[config.mk]
export PLATFORM = sky130hd
export DESIGN_NAME = ref_impair_mon
export DESIGN_NICKNAME = d
export VERILOG_FILES = /design/src/rtl/rim_pkg.sv /design/src/rtl/rim_edge_sense.sv /design/src/rtl/rim_window.sv /design/src/rtl/rim_history.sv /design/src/rtl/rim_mode_ctrl.sv /design/src/rtl/ref_impair_mon.sv
export SDC_FILE = /design/constraint.sdc
export NUM_CORES = 1
export LEC_CHECK = 0
export ABC_AREA = 0
export BUFFER_PORTS_ARGS = -buffer_cell sky130_fd_sc_hd__buf_4
export CORE_ASPECT_RATIO = 0.6
export CORE_MARGIN = 2
export CORE_UTILIZATION = 35
export DETAILED_ROUTE_END_ITERATION = 8
export MAX_ROUTING_LAYER = met4
export SLEW_MARGIN = 0
export SYNTH_ARGS = -nofsm -noshare
export SYNTH_HDL_FRONTEND = slang
export SYNTH_SLANG_ARGS = --single-unit
[constraint.sdc]
create_clock -name clk -period 22.7 [get_ports clk]
set_input_delay 4.54 -clock clk [delete_from_list [all_inputs] [get_ports clk]]
set_output_delay 4.54 -clock clk [all_outputs]
set_load 0.05 [all_outputs]
[src/rtl/rim_pkg.sv]
// Shared types for the reference impairment monitor.
package rim_pkg;
    typedef enum logic [1:0] {
        MODE_FILL   = 2'd0,
        MODE_NORMAL = 2'd1,
        MODE_HOLD   = 2'd2
    } rim_mode_e;
endpackage

[src/rtl/rim_edge_sense.sv]
// Synchronises the asynchronous reference, finds its rising edges and
// flags loss of signal once the edge gap reaches the period plus a margin.
// Assumes each reference high and low phase lasts at least one clk cycle.
module rim_edge_sense #(
    parameter int SYNC_STAGES = 2,
    parameter int PER_W       = 16,
    parameter int LOS_MARGIN  = 4
) (
    input  logic             clk,
    input  logic             rst_n,
    input  logic             ref_in,
    input  logic [PER_W-1:0] per_lim,
    output logic             ref_edge,
    output logic             los_level
);
    localparam int GAP_W = PER_W + 1;

    logic [SYNC_STAGES:0] sync_q;
    logic [GAP_W-1:0]     gap_q;
    logic [GAP_W-1:0]     gap_limit;

    assign gap_limit = {1'b0, per_lim} + GAP_W'(LOS_MARGIN);
    assign ref_edge  = sync_q[SYNC_STAGES-1] & ~sync_q[SYNC_STAGES];
    assign los_level = (gap_q == gap_limit);

    // Purpose: shift the reference through the synchroniser plus one delay stage.
    always_ff @(posedge clk) begin
        if (!rst_n) sync_q <= '0;
        else        sync_q <= {sync_q[SYNC_STAGES-1:0], ref_in};
    end

    // Purpose: count cycles since the last edge, saturating at the limit.
    always_ff @(posedge clk) begin
        if (!rst_n)                 gap_q <= '0;
        else if (ref_edge)          gap_q <= '0;
        else if (gap_q != gap_limit) gap_q <= gap_q + 1'b1;
    end

    assert_edge_clears_los_R4: assert property (@(posedge clk) disable iff (!rst_n)
        ref_edge |=> !los_level);
endmodule

[src/rtl/rim_window.sv]
// Counts reference edges over windows of fixed length and reports, one cycle
// after each window closes, its count and whether loss of signal occurred.
module rim_window #(
    parameter int WIN_CYCLES = 1250000,
    parameter int CNT_W      = 16
) (
    input  logic             clk,
    input  logic             rst_n,
    input  logic             ref_edge,
    input  logic             los_level,
    output logic             done_q,
    output logic [CNT_W-1:0] count_q,
    output logic             los_q
);
    localparam int WIN_W = (WIN_CYCLES > 1) ? $clog2(WIN_CYCLES) : 1;

    logic [WIN_W-1:0] win_q;
    logic [CNT_W-1:0] edge_cnt_q;
    logic             los_flag_q;
    logic             win_last;

    assign win_last = (win_q == WIN_W'(WIN_CYCLES - 1));

    // Purpose: step the window position and wrap at the window length.
    always_ff @(posedge clk) begin
        if (!rst_n)        win_q <= '0;
        else if (win_last) win_q <= '0;
        else               win_q <= win_q + 1'b1;
    end

    // Purpose: accumulate edges and loss flags, hand them off at window close.
    always_ff @(posedge clk) begin
        if (!rst_n) begin
            edge_cnt_q <= '0;
            los_flag_q <= 1'b0;
            done_q     <= 1'b0;
            count_q    <= '0;
            los_q      <= 1'b0;
        end else begin
            done_q <= win_last;
            if (win_last) begin
                count_q    <= edge_cnt_q + CNT_W'(ref_edge);
                los_q      <= los_flag_q | los_level;
                edge_cnt_q <= '0;
                los_flag_q <= 1'b0;
            end else begin
                edge_cnt_q <= edge_cnt_q + CNT_W'(ref_edge);
                los_flag_q <= los_flag_q | los_level;
            end
        end
    end

    assert_done_single_R2: assert property (@(posedge clk) disable iff (!rst_n)
        done_q |=> !done_q);
endmodule

[src/rtl/rim_history.sv]
// Circular store of completed window counts. Exposes the newest entry, the
// fill level and the floor mean of the entries at the configured ages.
// Age 1 is the newest stored entry; AGE_HI must not exceed DEPTH.
module rim_history #(
    parameter int DEPTH  = 8,
    parameter int CNT_W  = 16,
    parameter int AGE_LO = 3,
    parameter int AGE_HI = 5
) (
    input  logic                       clk,
    input  logic                       rst_n,
    input  logic                       wr_en,
    input  logic [CNT_W-1:0]           wr_data,
    output logic [CNT_W-1:0]           newest,
    output logic [$clog2(DEPTH+1)-1:0] fill,
    output logic [CNT_W-1:0]           aged_avg
);
    localparam int PTR_W = $clog2(DEPTH);
    localparam int FILL_W = $clog2(DEPTH + 1);
    localparam int NAGE  = AGE_HI - AGE_LO + 1;
    localparam int SUM_W = CNT_W + $clog2(NAGE + 1);

    logic [CNT_W-1:0] mem_q [DEPTH];
    logic [PTR_W-1:0] ptr_q;
    logic [PTR_W-1:0] ptr_nxt;
    logic [SUM_W-1:0] age_sum;

    assign ptr_nxt = (ptr_q == PTR_W'(DEPTH - 1)) ? '0 : ptr_q + 1'b1;
    assign newest  = mem_q[ptr_q];

    // Purpose: advance the write pointer and the saturating fill level.
    always_ff @(posedge clk) begin
        if (!rst_n) begin
            ptr_q <= PTR_W'(DEPTH - 1);
            fill  <= '0;
        end else if (wr_en) begin
            ptr_q <= ptr_nxt;
            if (fill != FILL_W'(DEPTH)) fill <= fill + 1'b1;
        end
    end

    for (genvar g = 0; g < DEPTH; g++) begin : g_slot
        // Purpose: store the new count into this slot when it is next in turn.
        always_ff @(posedge clk) begin
            if (!rst_n)                                 mem_q[g] <= '0;
            else if (wr_en && ptr_nxt == PTR_W'(g))     mem_q[g] <= wr_data;
        end
    end

    // Purpose: sum the entries at ages AGE_LO..AGE_HI, then take the floor mean.
    always_comb begin
        age_sum = '0;
        for (int a = AGE_LO; a <= AGE_HI; a++) begin
            age_sum = age_sum + SUM_W'(mem_q[PTR_W'((int'(ptr_q) + DEPTH - (a - 1)) % DEPTH)]);
        end
    end
    assign aged_avg = CNT_W'(age_sum / SUM_W'(NAGE));

    assert_fill_bounded_R1: assert property (@(posedge clk) disable iff (!rst_n)
        fill <= FILL_W'(DEPTH));
    assert_fill_steps_R1: assert property (@(posedge clk) disable iff (!rst_n)
        (wr_en && fill != FILL_W'(DEPTH)) |=> (fill == $past(fill) + 1'b1));
endmodule

[src/rtl/rim_mode_ctrl.sv]
// Judges each finished window, runs the Fill/Normal/Holdover mode machine,
// freezes the aged average on Holdover entry and issues the realign pulse.
module rim_mode_ctrl
    import rim_pkg::*;
#(
    parameter int DEPTH       = 8,
    parameter int CNT_W       = 16,
    parameter int STEP_MAX    = 64,
    parameter int RELOCK_WINS = 2
) (
    input  logic                       clk,
    input  logic                       rst_n,
    input  logic                       done,
    input  logic [CNT_W-1:0]           win_count,
    input  logic                       win_los,
    input  logic                       los_level,
    input  logic [CNT_W-1:0]           lim_lo,
    input  logic [CNT_W-1:0]           lim_hi,
    input  logic [CNT_W-1:0]           prev_count,
    input  logic [$clog2(DEPTH+1)-1:0] fill,
    input  logic [CNT_W-1:0]           aged_avg,
    input  logic                       realign_cfg,
    output logic                       holdover,
    output logic [CNT_W-1:0]           freq_word,
    output logic                       realign_en
);
    localparam int RUN_W  = $clog2(RELOCK_WINS + 1);
    localparam int FILL_W = $clog2(DEPTH + 1);

    rim_mode_e        mode_q;
    logic [CNT_W-1:0] frozen_q;
    logic [RUN_W-1:0] run_q;
    logic [CNT_W-1:0] step_abs;
    logic             win_good;
    logic             run_done;

    assign step_abs = (win_count >= prev_count) ? win_count - prev_count
                                                : prev_count - win_count;
    assign win_good = (win_count >= lim_lo) && (win_count <= lim_hi) && !win_los &&
                      ((fill == '0) || (step_abs <= CNT_W'(STEP_MAX)));
    assign run_done = win_good && !los_level && (run_q >= RUN_W'(RELOCK_WINS - 1));

    assign holdover  = (mode_q != MODE_NORMAL);
    assign freq_word = (mode_q == MODE_NORMAL) ? prev_count : frozen_q;

    // Purpose: count consecutive clean windows, cleared by any impairment.
    always_ff @(posedge clk) begin
        if (!rst_n)                                run_q <= '0;
        else if (los_level || (done && !win_good)) run_q <= '0;
        else if (done && run_q != RUN_W'(RELOCK_WINS)) run_q <= run_q + 1'b1;
    end

    // Purpose: move between modes, freezing the aged average on Holdover entry.
    always_ff @(posedge clk) begin
        if (!rst_n) begin
            mode_q     <= MODE_FILL;
            frozen_q   <= '0;
            realign_en <= 1'b0;
        end else begin
            realign_en <= 1'b0;
            case (mode_q)
                MODE_FILL: if (done && fill == FILL_W'(DEPTH - 1)) begin
                    if (run_done) mode_q <= MODE_NORMAL;
                    else begin
                        mode_q   <= MODE_HOLD;
                        frozen_q <= aged_avg;
                    end
                end
                MODE_NORMAL: if (los_level || (done && !win_good)) begin
                    mode_q   <= MODE_HOLD;
                    frozen_q <= aged_avg;
                end
                MODE_HOLD: if (done && run_done) begin
                    mode_q     <= MODE_NORMAL;
                    realign_en <= realign_cfg;
                end
                default: mode_q <= MODE_FILL;
            endcase
        end
    end

    assert_realign_one_cycle_R7: assert property (@(posedge clk) disable iff (!rst_n)
        realign_en |=> !realign_en);
    assert_realign_needs_cfg_R7: assert property (@(posedge clk) disable iff (!rst_n)
        realign_en |-> ($past(realign_cfg) && $past(mode_q == MODE_HOLD)));
    assert_frozen_stable_R8: assert property (@(posedge clk) disable iff (!rst_n)
        (mode_q == MODE_HOLD && $past(mode_q == MODE_HOLD)) |-> $stable(freq_word));
    assert_los_enters_hold_R4: assert property (@(posedge clk) disable iff (!rst_n)
        (los_level && mode_q != MODE_FILL) |=> (mode_q == MODE_HOLD));
    assert_fill_not_full_R1: assert property (@(posedge clk) disable iff (!rst_n)
        (mode_q == MODE_FILL) |-> (fill < FILL_W'(DEPTH)));
endmodule

[src/rtl/ref_impair_mon.sv]
// Top of the reference impairment monitor. Captures band limits and the
// expected reference period during reset, then wires edge sensing, window
// counting, history and the mode controller together.
module ref_impair_mon #(
    parameter int WIN_CYCLES  = 1250000,
    parameter int CNT_W       = 16,
    parameter int PER_W       = 16,
    parameter int DEPTH       = 8,
    parameter int AGE_LO      = 3,
    parameter int AGE_HI      = 5,
    parameter int STEP_MAX    = 64,
    parameter int RELOCK_WINS = 2,
    parameter int LOS_MARGIN  = 4,
    parameter int SYNC_STAGES = 2
) (
    input  logic             clk,
    input  logic             rst_n,
    input  logic             ref_clk_in,
    input  logic [CNT_W-1:0] cap_lo,
    input  logic [CNT_W-1:0] cap_hi,
    input  logic [PER_W-1:0] ref_period,
    input  logic             realign_cfg,
    output logic             holdover,
    output logic [CNT_W-1:0] freq_word,
    output logic             realign_en
);
    localparam int FILL_W = $clog2(DEPTH + 1);

    logic [CNT_W-1:0]  lo_q, hi_q;
    logic [PER_W-1:0]  per_q;
    logic              ref_edge, los_level;
    logic              done, win_los;
    logic [CNT_W-1:0]  win_count, newest, aged_avg;
    logic [FILL_W-1:0] fill;

    // Purpose: hold the configuration inputs as they stood during reset.
    always_ff @(posedge clk) begin
        if (!rst_n) begin
            lo_q  <= cap_lo;
            hi_q  <= cap_hi;
            per_q <= ref_period;
        end
    end

    rim_edge_sense #(.SYNC_STAGES(SYNC_STAGES), .PER_W(PER_W), .LOS_MARGIN(LOS_MARGIN)) u_edge (
        .clk(clk), .rst_n(rst_n), .ref_in(ref_clk_in), .per_lim(per_q),
        .ref_edge(ref_edge), .los_level(los_level));

    rim_window #(.WIN_CYCLES(WIN_CYCLES), .CNT_W(CNT_W)) u_win (
        .clk(clk), .rst_n(rst_n), .ref_edge(ref_edge), .los_level(los_level),
        .done_q(done), .count_q(win_count), .los_q(win_los));

    rim_history #(.DEPTH(DEPTH), .CNT_W(CNT_W), .AGE_LO(AGE_LO), .AGE_HI(AGE_HI)) u_hist (
        .clk(clk), .rst_n(rst_n), .wr_en(done), .wr_data(win_count),
        .newest(newest), .fill(fill), .aged_avg(aged_avg));

    rim_mode_ctrl #(.DEPTH(DEPTH), .CNT_W(CNT_W), .STEP_MAX(STEP_MAX),
                    .RELOCK_WINS(RELOCK_WINS)) u_ctrl (
        .clk(clk), .rst_n(rst_n), .done(done), .win_count(win_count), .win_los(win_los),
        .los_level(los_level), .lim_lo(lo_q), .lim_hi(hi_q), .prev_count(newest),
        .fill(fill), .aged_avg(aged_avg), .realign_cfg(realign_cfg),
        .holdover(holdover), .freq_word(freq_word), .realign_en(realign_en));

    assert_normal_in_band_R2: assert property (@(posedge clk) disable iff (!rst_n)
        (!holdover && $past(!holdover)) |-> (freq_word >= lo_q && freq_word <= hi_q));
endmodule

==> reports/results.tsv, run 1 <==
metric	value	unit
status	finished, final reports clean	
Syn Area/Cell	9.90	um2
Skew-Pair Late Insertion Delay	620	ps
width of the die	310	um
DIE AREA	58200	um2
Clock Pin Slew Worst Setup and Hold Paths	60	ps
critical path class	reg -> reg	
Initial Utilization	0.354	
global-route wire length before repair	88.7	mm
Clock power frac	0.265	
CP required	23260	ps
hpwl dp	41.3	mm
crit end category	register	
cell taking the most area after synthesis	edfxtp_1	
RePlAce Congestion	1.02	
sequential share of power	0.300	
Post-CTS Setup Inserts	0	
GRT Overall Usage	0.201	
DRC viols	0	
area delta synth->final	11.6	%
first-pass iteration count of the detailed router	5	
# hold bufs at CTS	0	
Max-slew headroom	0.141	
max-cap viol count	0	
cell count after synthesis	1989	
clk_skew	64.6	ps
Most Used Layer, Global Route	met1	
wire length per cell	20.6	um
Switching Fraction	0.399	
Seq cells post-synth	283	
startpoint types	register	
RSZ-0062 raised after global routing	no	
share of cells above drive strength 1	0.151	
CP Max Fanout	39	
number of synthesized flops with an enable pin	176	
M2 GR Usage	0.280	
TritonCTS Buffers	30	
Die Ht	188	um
Slew @ Worst Pin	1290	ps
IO buf count	69	
Final Critical Period	11950	ps
slowest cell on the critical path	dfxtp_4	
top cells by area, synth	edfxtp_1 (27%), dfxtp_1 (11%), mux4_2 (9.2%)	
Bufs on Longest Clock Path	3	
routed vias/inst	5.64	
CP arrival	12510	ps
Pint	0.00116	W
DR iter-0 viols	1795	
number of fillers in the final layout	5397	
final setup fails	0	
PD cells	88.0	nW/um2
number of routed nets with antenna violations	0	
GR Util met3	0.0359	
leakage	8.71	nW
Hold Slack	445	ps
Layout Nets	2183	
vias in the first global route	14895	
Comb power frac	0.435	
Peak VDD IR	0.0816	mV
Post-synth top flop	edfxtp_1	
cell mode on critical path	a21oi_1	
post-synthesis async set-or-reset flop share	0	
Slew Limit Fails	0	
crit share post-route	0.526	
most frequent cell after synthesis	nor2_1	
Distinct cells, synth	91	
synth cell count leaders	nor2_1 (199), edfxtp_1 (176), nand2_1 (153)	
TritonCTS clock tree	done	
part of the Yosys area used for sequential elements	0.377	
Hold Fails Final Rpt	0	
CTS resizes	0	
H-Tree Depth	1	
CTS sink count	283	
Psw	0.000772	W
Worst Setup SP	u_hist.ptr_q[0]	
placeable core area	55700	um2
GR Util met1	0.304	
clock root buffer	clkbuf_16	
Ys Warns	0	
num ports	70	
RR Startpoint	u_hist.ptr_q[0]	
initial antenna violation count	1	
row count	67	
HP Class	reg -> reg	
Setup TNS	0	ps
hold_sp	u_edge.sync_q[0]	
DRT Wirelength	57.8	mm
DR vias	15805	
Fmax	83.7	MHz
Synth top area share	0.268	
Synth Cell Area	19700	um2
gr ovfl total	0	
Crit path largest cell delay	770	ps
largest net degree at the start of global routing	83	
syn_nets	2155	
[cells in the final DEF (no fill, tap or decap), types with 9 or more instances in the layout]
cell type	count
a211oi_1	13
a21o_1	28
o21ai_0	105
and2_1	137
o211ai_1	11
o31ai_1	9
a31oi_1	12
nand3_1	54
nor3_1	24
a21oi_1	100
ha_1	112
mux4_2	80
clkbuf_16	31
mux2i_1	55
o21a_1	14
and3_1	32
xor2_1	49
nand2b_1	10
xnor2_1	73
dfxtp_1	104
or3_1	13
mux2_2	54
buf_4	84
nor2b_1	15
nand2_1	153
inv_1	99
nand4_1	19
edfxtp_1	176
nor2_1	199
[cells by family (layout without fill, tap and decap cells)]
kind of cell / after synthesis / count (layout) / share of synthesized area
fa+ha+maj: 116 / 116 / 0.0742
simple gates: 700 / 700 / 0.176
buf+inv: 189 / 241 / 0.0369
other cells: 0 / 1 / 0
compound gates: 389 / 389 / 0.129
mux: 189 / 189 / 0.150
flops: 283 / 283 / 0.377
xor+xnor: 123 / 123 / 0.0554
[power by group through the flow]
stage / combinational, W / clock [W] / sequential (W)
finish: 0.000841 / 0.000512 / 0.000581
detailed placement: 0.000810 / 0 / 0.000591
CTS: 0.000817 / 0.000522 / 0.000580
global placement: 0.000800 / 0 / 0.000590
floorplan: 0.000641 / 0 / 0.000585
global route: 0.000916 / 0.000542 / 0.000583
[stage by stage]
step / total power [W] / setup WS (ps) / std cells / util / area, um2
after global placement: 0.00139 / 11270 / 2744 / 0.376 / 20900
after detailed placement: 0.00140 / 10990 / 2744 / 0.376 / 20900
final: 0.00193 / 10750 / 2801 / 0.395 / 22000
after global routing: 0.00204 / 9950 / 2800 / 0.395 / 22000
after floorplan: 0.00123 / 12110 / 1989 / - / 19700
after CTS: 0.00192 / 10950 / 2800 / 0.395 / 22000
[cell type report]
class	instances	area, um2	area share
diodes	1	2.50	0.000114
well taps	759	950	0.0432
inverters	101	380	0.0173
repair buffers	84	631	0.0287
multi-input cells	1517	11500	0.525
clock inverters	17	190	0.00866
clock buffers	39	846	0.0385
flip-flops and latches	283	7430	0.338
[worst max-delay path: cells and delay by family (launching register included)]
family                   cells  cell delay [ps]
XOR/XNOR                     1               90
adder cells (fa/ha/maj)      4             1720
multiplexers                 2              860
AND/OR/NAND/NOR             11             2920
buffers and inverters        2              680
AO/OA/AOI/OAI               23             4840
flip-flops                   1              770
[flip-flops by register name, summed over array words and instances (netlist names), 4 cells and up, named ones only]
signal and count:
hi_q 16, lo_q 16, per_q 16, u_ctrl.frozen_q 16, u_edge.gap_q 17, u_hist.fill 4
u_hist.mem_q 128, u_win.count_q 16, u_win.edge_cnt_q 16, u_win.win_q 21
[metal layers]
layer | part of all wire | wire length (um)
met2 | 0.41 | 23700
met3 | 0.091 | 5260
met4 | 0.016 | 909
met1 | 0.48 | 27900
met5 | 0 | 0
[worst paths after layout]
path / endpoint / slack, ps / cells past startpoint
hold / removal: u_edge.sync_q[1] / 440 / 1
hold reg to reg: u_edge.sync_q[1] / 440 / 1
setup / recovery: u_ctrl.frozen_q[0] / 10750 / 43
setup reg to reg: u_ctrl.frozen_q[0] / 10750 / 43
No activity file was read; power rests on OpenSTA's default activity.
==> inputs of run 2 (changes only) <==
- ABC_AREA: 0 -> 1
- clock period: 22.7 -> 12.25 ns (I/O delays scaled with it)
==> run 2 against run 1 <==
Effect of this change:
- critical path depth up 29
- sequential share of layout area up 1.2 points
- setup slack worse by 9600 ps
- via count up 13%
- die area down 4.0%
- combinational power up 33%
- sequential cell count unchanged
- maximum frequency up 7.8%
- cell area down 3.5%
- register-to-register slack worse by 9600 ps
- synthesized cell count up 29%
- clock power up 110%
==> reports/results.tsv, run 2 <==
metric	value	unit
vias in the first global route	16356	
status	finished, final reports clean	
TritonCTS Buffers	34	
syn_nets	2723	
Post-CTS Setup Inserts	0	
GRT Overall Usage	0.231	
IO buf count	69	
Skew-Pair Late Insertion Delay	570	ps
Syn Area/Cell	7.39	um2
row count	65	
Post-synth top flop	edfxtp_1	
number of fillers in the final layout	5349	
H-Tree Depth	2	
largest net degree at the start of global routing	128	
Crit path largest cell delay	1000	ps
hpwl dp	46.5	mm
cell count after synthesis	2557	
clk_skew	32.0	ps
crit share post-route	0.905	
startpoint types	register	
slowest cell on the critical path	ha_1	
post-synthesis async set-or-reset flop share	0	
leakage	8.92	nW
Hold Fails Final Rpt	0	
RePlAce Congestion	0.959	
Ys Warns	0	
area delta synth->final	12.2	%
CP required	12710	ps
routed vias/inst	5.40	
DRT Wirelength	63.1	mm
HP Class	reg -> reg	
first-pass iteration count of the detailed router	6	
Peak VDD IR	0.126	mV
clock root buffer	clkbuf_16	
synth cell count leaders	nand2_1 (539), inv_1 (313), o21ai_0 (308)	
final setup fails	0	
Bufs on Longest Clock Path	3	
placeable core area	52900	um2
PD cells	155	nW/um2
top cells by area, synth	edfxtp_1 (28%), dfxtp_1 (11%), nand2_1 (11%)	
crit end category	register	
most frequent cell after synthesis	nand2_1	
Synth Cell Area	18900	um2
Max-slew headroom	0.0223	
initial antenna violation count	0	
Setup TNS	0	ps
share of cells above drive strength 1	0.0764	
largest registers	u_hist.mem_q: 128 flops, u_win.win_q: 21 flops, u_edge.gap_q: 17 flops	
DRC viols	0	
global-route wire length before repair	96.7	mm
Multi-input gate area	9830	um2
placed insts	3248	
Seq cells post-synth	283	
part of the Yosys area used for sequential elements	0.393	
cell mode on critical path	nand2_1	
Synth top area share	0.280	
CP Max Fanout	33	
DR iter-0 viols	2594	
flip-flop count of the largest register after layout	128	
Initial Utilization	0.357	
Die Ht	184	um
wire length per cell	19.1	um
commonest non-fill, non-tap cell in the layout	nand2_1	
Distinct cells, synth	59	
critical path class	reg -> reg	
gr ovfl total	0	
most frequent cells in the layout	nand2_1 (539), inv_1 (311), o21ai_0 (308)	
number of routed nets with antenna violations	0	
TritonCTS clock tree	done	
DIE AREA	55900	um2
Slew @ Worst Pin	1460	ps
Clock Pin Slew Worst Setup and Hold Paths	70	ps
# diodes	0	
Post-Layout Cell Count	3308	
Layout Nets	2747	
max-cap viol count	0	
Slew Limit Fails	0	
CTS sink count	283	
number of synthesized flops with an enable pin	176	
register area	7430	um2
width of the die	304	um
CP arrival	11540	ps
DR vias	17857	
num ports	70	
Most flops, register	u_hist.mem_q	
Fmax	90.2	MHz
RSZ-0062 raised after global routing	no	
cell taking the most area after synthesis	edfxtp_1	
Final Critical Period	11080	ps
## run 2: cell types whose count changed in the layout (fill, tap and decap cells not counted), sizes merged, moves of 33 or more
cell   change
nand3     +33
a21oi    +102
o21ai    +207
mux2i     -54
and2     -137
nand2    +394
nor2      +77
mux2      -54
xnor2     -40
inv      +230
mux4      -80
## run 2: where the power goes
group	leakage, nW	internal, W	switching (W)
Clock	0.557	0.000621	0.000452
Sequential	2.56	0.00105	0.0000261
Combinational	5.81	0.000353	0.000770
## run 2: timing repair
| action | in CTS | in global routing |
|---|---|---|
| endpoints found under the setup margin | 0 | 1 |
| resized for setup | 0 | 1 |
| hold buffers | 0 | 0 |
## run 2: logic make-up (layout without fill, tap and decap cells)
group / Yosys count / after routing / share of synthesized area
buf+inv: 433 / 481 / 0.0868
compound gates: 637 / 637 / 0.185
fa+ha+maj: 114 / 114 / 0.0763
xor+xnor: 76 / 76 / 0.0352
flops: 283 / 283 / 0.393
simple gates: 1013 / 1013 / 0.223
mux: 1 / 1 / 0.000530
## run 2: through the flow
stage | instance area (um2) | utilization | power (W) | hold WS, ps | setup slack [ps]
floorplan | 18900 | - | 0.00193 | 390 | 3220
global placement | 20100 | 0.379 | 0.00214 | 396 | 1960
detailed placement | 20100 | 0.379 | 0.00219 | 428 | 1420
CTS | 21200 | 0.400 | 0.00327 | 437 | 1360
global route | 21200 | 0.400 | 0.00346 | 462 | 103
finish | 21200 | 0.400 | 0.00328 | 438 | 1170
## run 2: worst paths after layout
kind / from / to / slack [ps] / cells after the start
max: u_hist.ptr_q[0] / u_ctrl.frozen_q[0] / 1170 / 72
min: u_edge.sync_q[1] / u_edge.sync_q[2] / 440 / 2
max reg2reg: u_hist.ptr_q[0] / u_ctrl.frozen_q[0] / 1170 / 72
min reg2reg: u_edge.sync_q[1] / u_edge.sync_q[2] / 440 / 2
## run 2: layout make-up
cell class,instances,area share
clock buffers,42,0.0430
clock inverters,18,0.0107
inverters,332,0.0588
multi-input cells,1841,0.464
flip-flops and latches,283,0.351
well taps,703,0.0415
repair buffers,89,0.0317
## run 2: layer usage
metal  part of all wire  vias to the layer above  global-route usage  wire, um
met3               0.11                       98              0.0523      6850
li1                   -                     8622                   -         -
met2               0.39                      861               0.315     24400
met1               0.49                     8276               0.342     30800
met4              0.017                        0              0.0460      1080
met5                  0                        -                   -         0
## run 2: worst max-delay path, delay by kind of cell (launching register included)
family                     cells  cell delay, ps
and+or+nand+nor               39            4390
xor gates and xnor gates       1             130
DFF                            1             340
adders and majority gates      4            1940
buffers and inverters          7            1050
AOI/OAI and AO/OA             21            3130
==> inputs of run 3 (changes only) <==
- PLACE_DENSITY: not set -> 0.56
==> run 3 against run 2 <==
Effect of this change:
- critical endpoint unchanged
- count of clock-buffer cells in the layout down 3
- power down 2.8%
- hold slack lost 9.1 ps
- sequential cell count did not move
- largest cell class unchanged
==> reports/results.tsv, run 3 (same netlist as run 2, synthesis figures left out) <==
metric	value	unit
r2r setup slk	1350	ps
commonest non-fill, non-tap cell in the layout	nand2_1	
number of fillers in the final layout	5366	
crit end category	register	
num ports	70	
IO buf count	69	
number of routed nets with antenna violations	0	
Initial Utilization	0.357	
hold_sp	u_edge.sync_q[1]	
share of cells above drive strength 1	0.0757	
largest net degree at the start of global routing	149	
first-pass iteration count of the detailed router	6	
most frequent cells in the layout	nand2_1 (539), inv_1 (311), o21ai_0 (308)	
flip-flop count of the largest register after layout	128	
routed vias/inst	5.34	
Hold Fails Final Rpt	0	
CP required	12760	ps
Post-Layout Cell Count	3306	
total power	0.00319	W
width of the die	304	um
DRC viols	0	
hpwl dp	46.4	mm
largest registers	u_hist.mem_q: 128 flops, u_win.win_q: 21 flops, u_edge.gap_q: 17 flops	
placed insts	3250	
CP arrival	11420	ps
startpoint types	register	
r2r endpoint	u_ctrl.frozen_q[0]	
Hold Path Sink	u_edge.sync_q[2]	
worst reg2reg path depth	73	
wire length per cell	19.1	um
global-route wire length before repair	95.8	mm
Setup TNS	0	ps
RSZ-0062 raised after global routing	no	
Crit path largest cell delay	1000	ps
critical path class	reg -> reg	
Fmax	91.7	MHz
row count	65	
DR iter-0 viols	1888	
HP Class	reg -> reg	
Skew-Pair Late Insertion Delay	630	ps
hold depth	2	
Slew @ Worst Pin	1330	ps
DR vias	17641	
Max-slew headroom	0.112	
# hold bufs at CTS	0	
status	finished, final reports clean	
Layout Nets	2745	
slowest cell on the critical path	buf_4	
H-Tree Depth	1	
Clock Pin Slew Worst Setup and Hold Paths	70	ps
max-cap viol count	0	
Slew Limit Fails	0	
initial antenna violation count	0	
DIE AREA	55900	um2
TritonCTS clock tree	done	
clock root buffer	clkbuf_16	
crit share post-route	0.890	
vias in the first global route	16389	
Most flops, register	u_hist.mem_q	
placeable core area	52900	um2
Bufs on Longest Clock Path	3	
Post-CTS Setup Inserts	0	
leakage	8.88	nW
TritonCTS Buffers	30	
cell mode on critical path	nand2_1	
Final Critical Period	10900	ps
RePlAce Congestion	0.941	
GRT Overall Usage	0.229	
CTS resizes	0	
Die Ht	184	um
area delta synth->final	11.9	%
CP Max Fanout	148	
gr ovfl total	0	
CTS sink count	283	
RR Startpoint	u_hist.ptr_q[0]	
final setup fails	0	
# diodes	0	
DRT Wirelength	63.0	mm
PD cells	151	nW/um2
Peak VDD IR	0.137	mV
clk_skew	37.6	ps
## run 3: cell types whose count changed in the layout (fill, tap and decap cells not counted), moves of 2 or more
cell and delta:
buf_4 +3, clkbuf_16 -2, clkinv_1 +2, inv_4 -2
## run 3: worst max path at each step
stage	startpoint	end	slack (ps)	cells past startpoint
6_report	u_hist.ptr_q[0]	u_ctrl.frozen_q[0]	1350	73
5_1_grt	u_hist.ptr_q[0]	u_ctrl.frozen_q[0]	70	75
2_1_floorplan	u_hist.ptr_q[0]	u_ctrl.frozen_q[0]	3220	82
3_3_place_gp	u_hist.ptr_q[0]	u_ctrl.frozen_q[0]	1810	77
4_1_cts	u_hist.ptr_q[0]	u_ctrl.frozen_q[0]	1420	77
3_5_place_dp	u_hist.ptr_q[0]	u_ctrl.frozen_q[0]	1430	77
## run 3: layout make-up
| type | instances | area [um2] | area share |
|---|---|---|---|
| multi-input cells | 1841 | 9840 | 0.466 |
| inverters | 332 | 1250 | 0.0590 |
| repair buffers | 91 | 683 | 0.0323 |
| flip-flops and latches | 283 | 7430 | 0.352 |
| clock inverters | 17 | 193 | 0.00912 |
| clock buffers | 39 | 858 | 0.0406 |
| well taps | 703 | 880 | 0.0416 |
## run 3: metal layers
metal,up-vias,global-route usage,part of all wire
met3,78,0.0446,0.085
met5,-,-,0
met4,0,0.0521,0.019
met1,8230,0.332,0.49
met2,722,0.325,0.40
li1,8611,-,-
## run 3: report_power, final
group / total (W) / internal [W] / switching, W
Clock: 0.000988 / 0.000560 / 0.000429
Sequential: 0.00108 / 0.00105 / 0.0000280
Combinational: 0.00111 / 0.000354 / 0.000760
## run 3: critical path: cells and delay by family (launching register included)
kind,cells,cell delay [ps]
simple gates,45,4660
compound gates,18,2890
buf+inv,6,1350
fa+ha+maj,3,920
flops,1,780
xor+xnor,1,130
## run 3: per-stage QoR
stage	area [um2]	worst slack, ps	hold WS (ps)	util
global route	21100	70.7	434	0.399
global placement	20100	1810	416	0.379
floorplan	18900	3220	390	-
detailed placement	20100	1430	417	0.379
CTS	21100	1420	431	0.399
finish	21100	1350	429	0.399
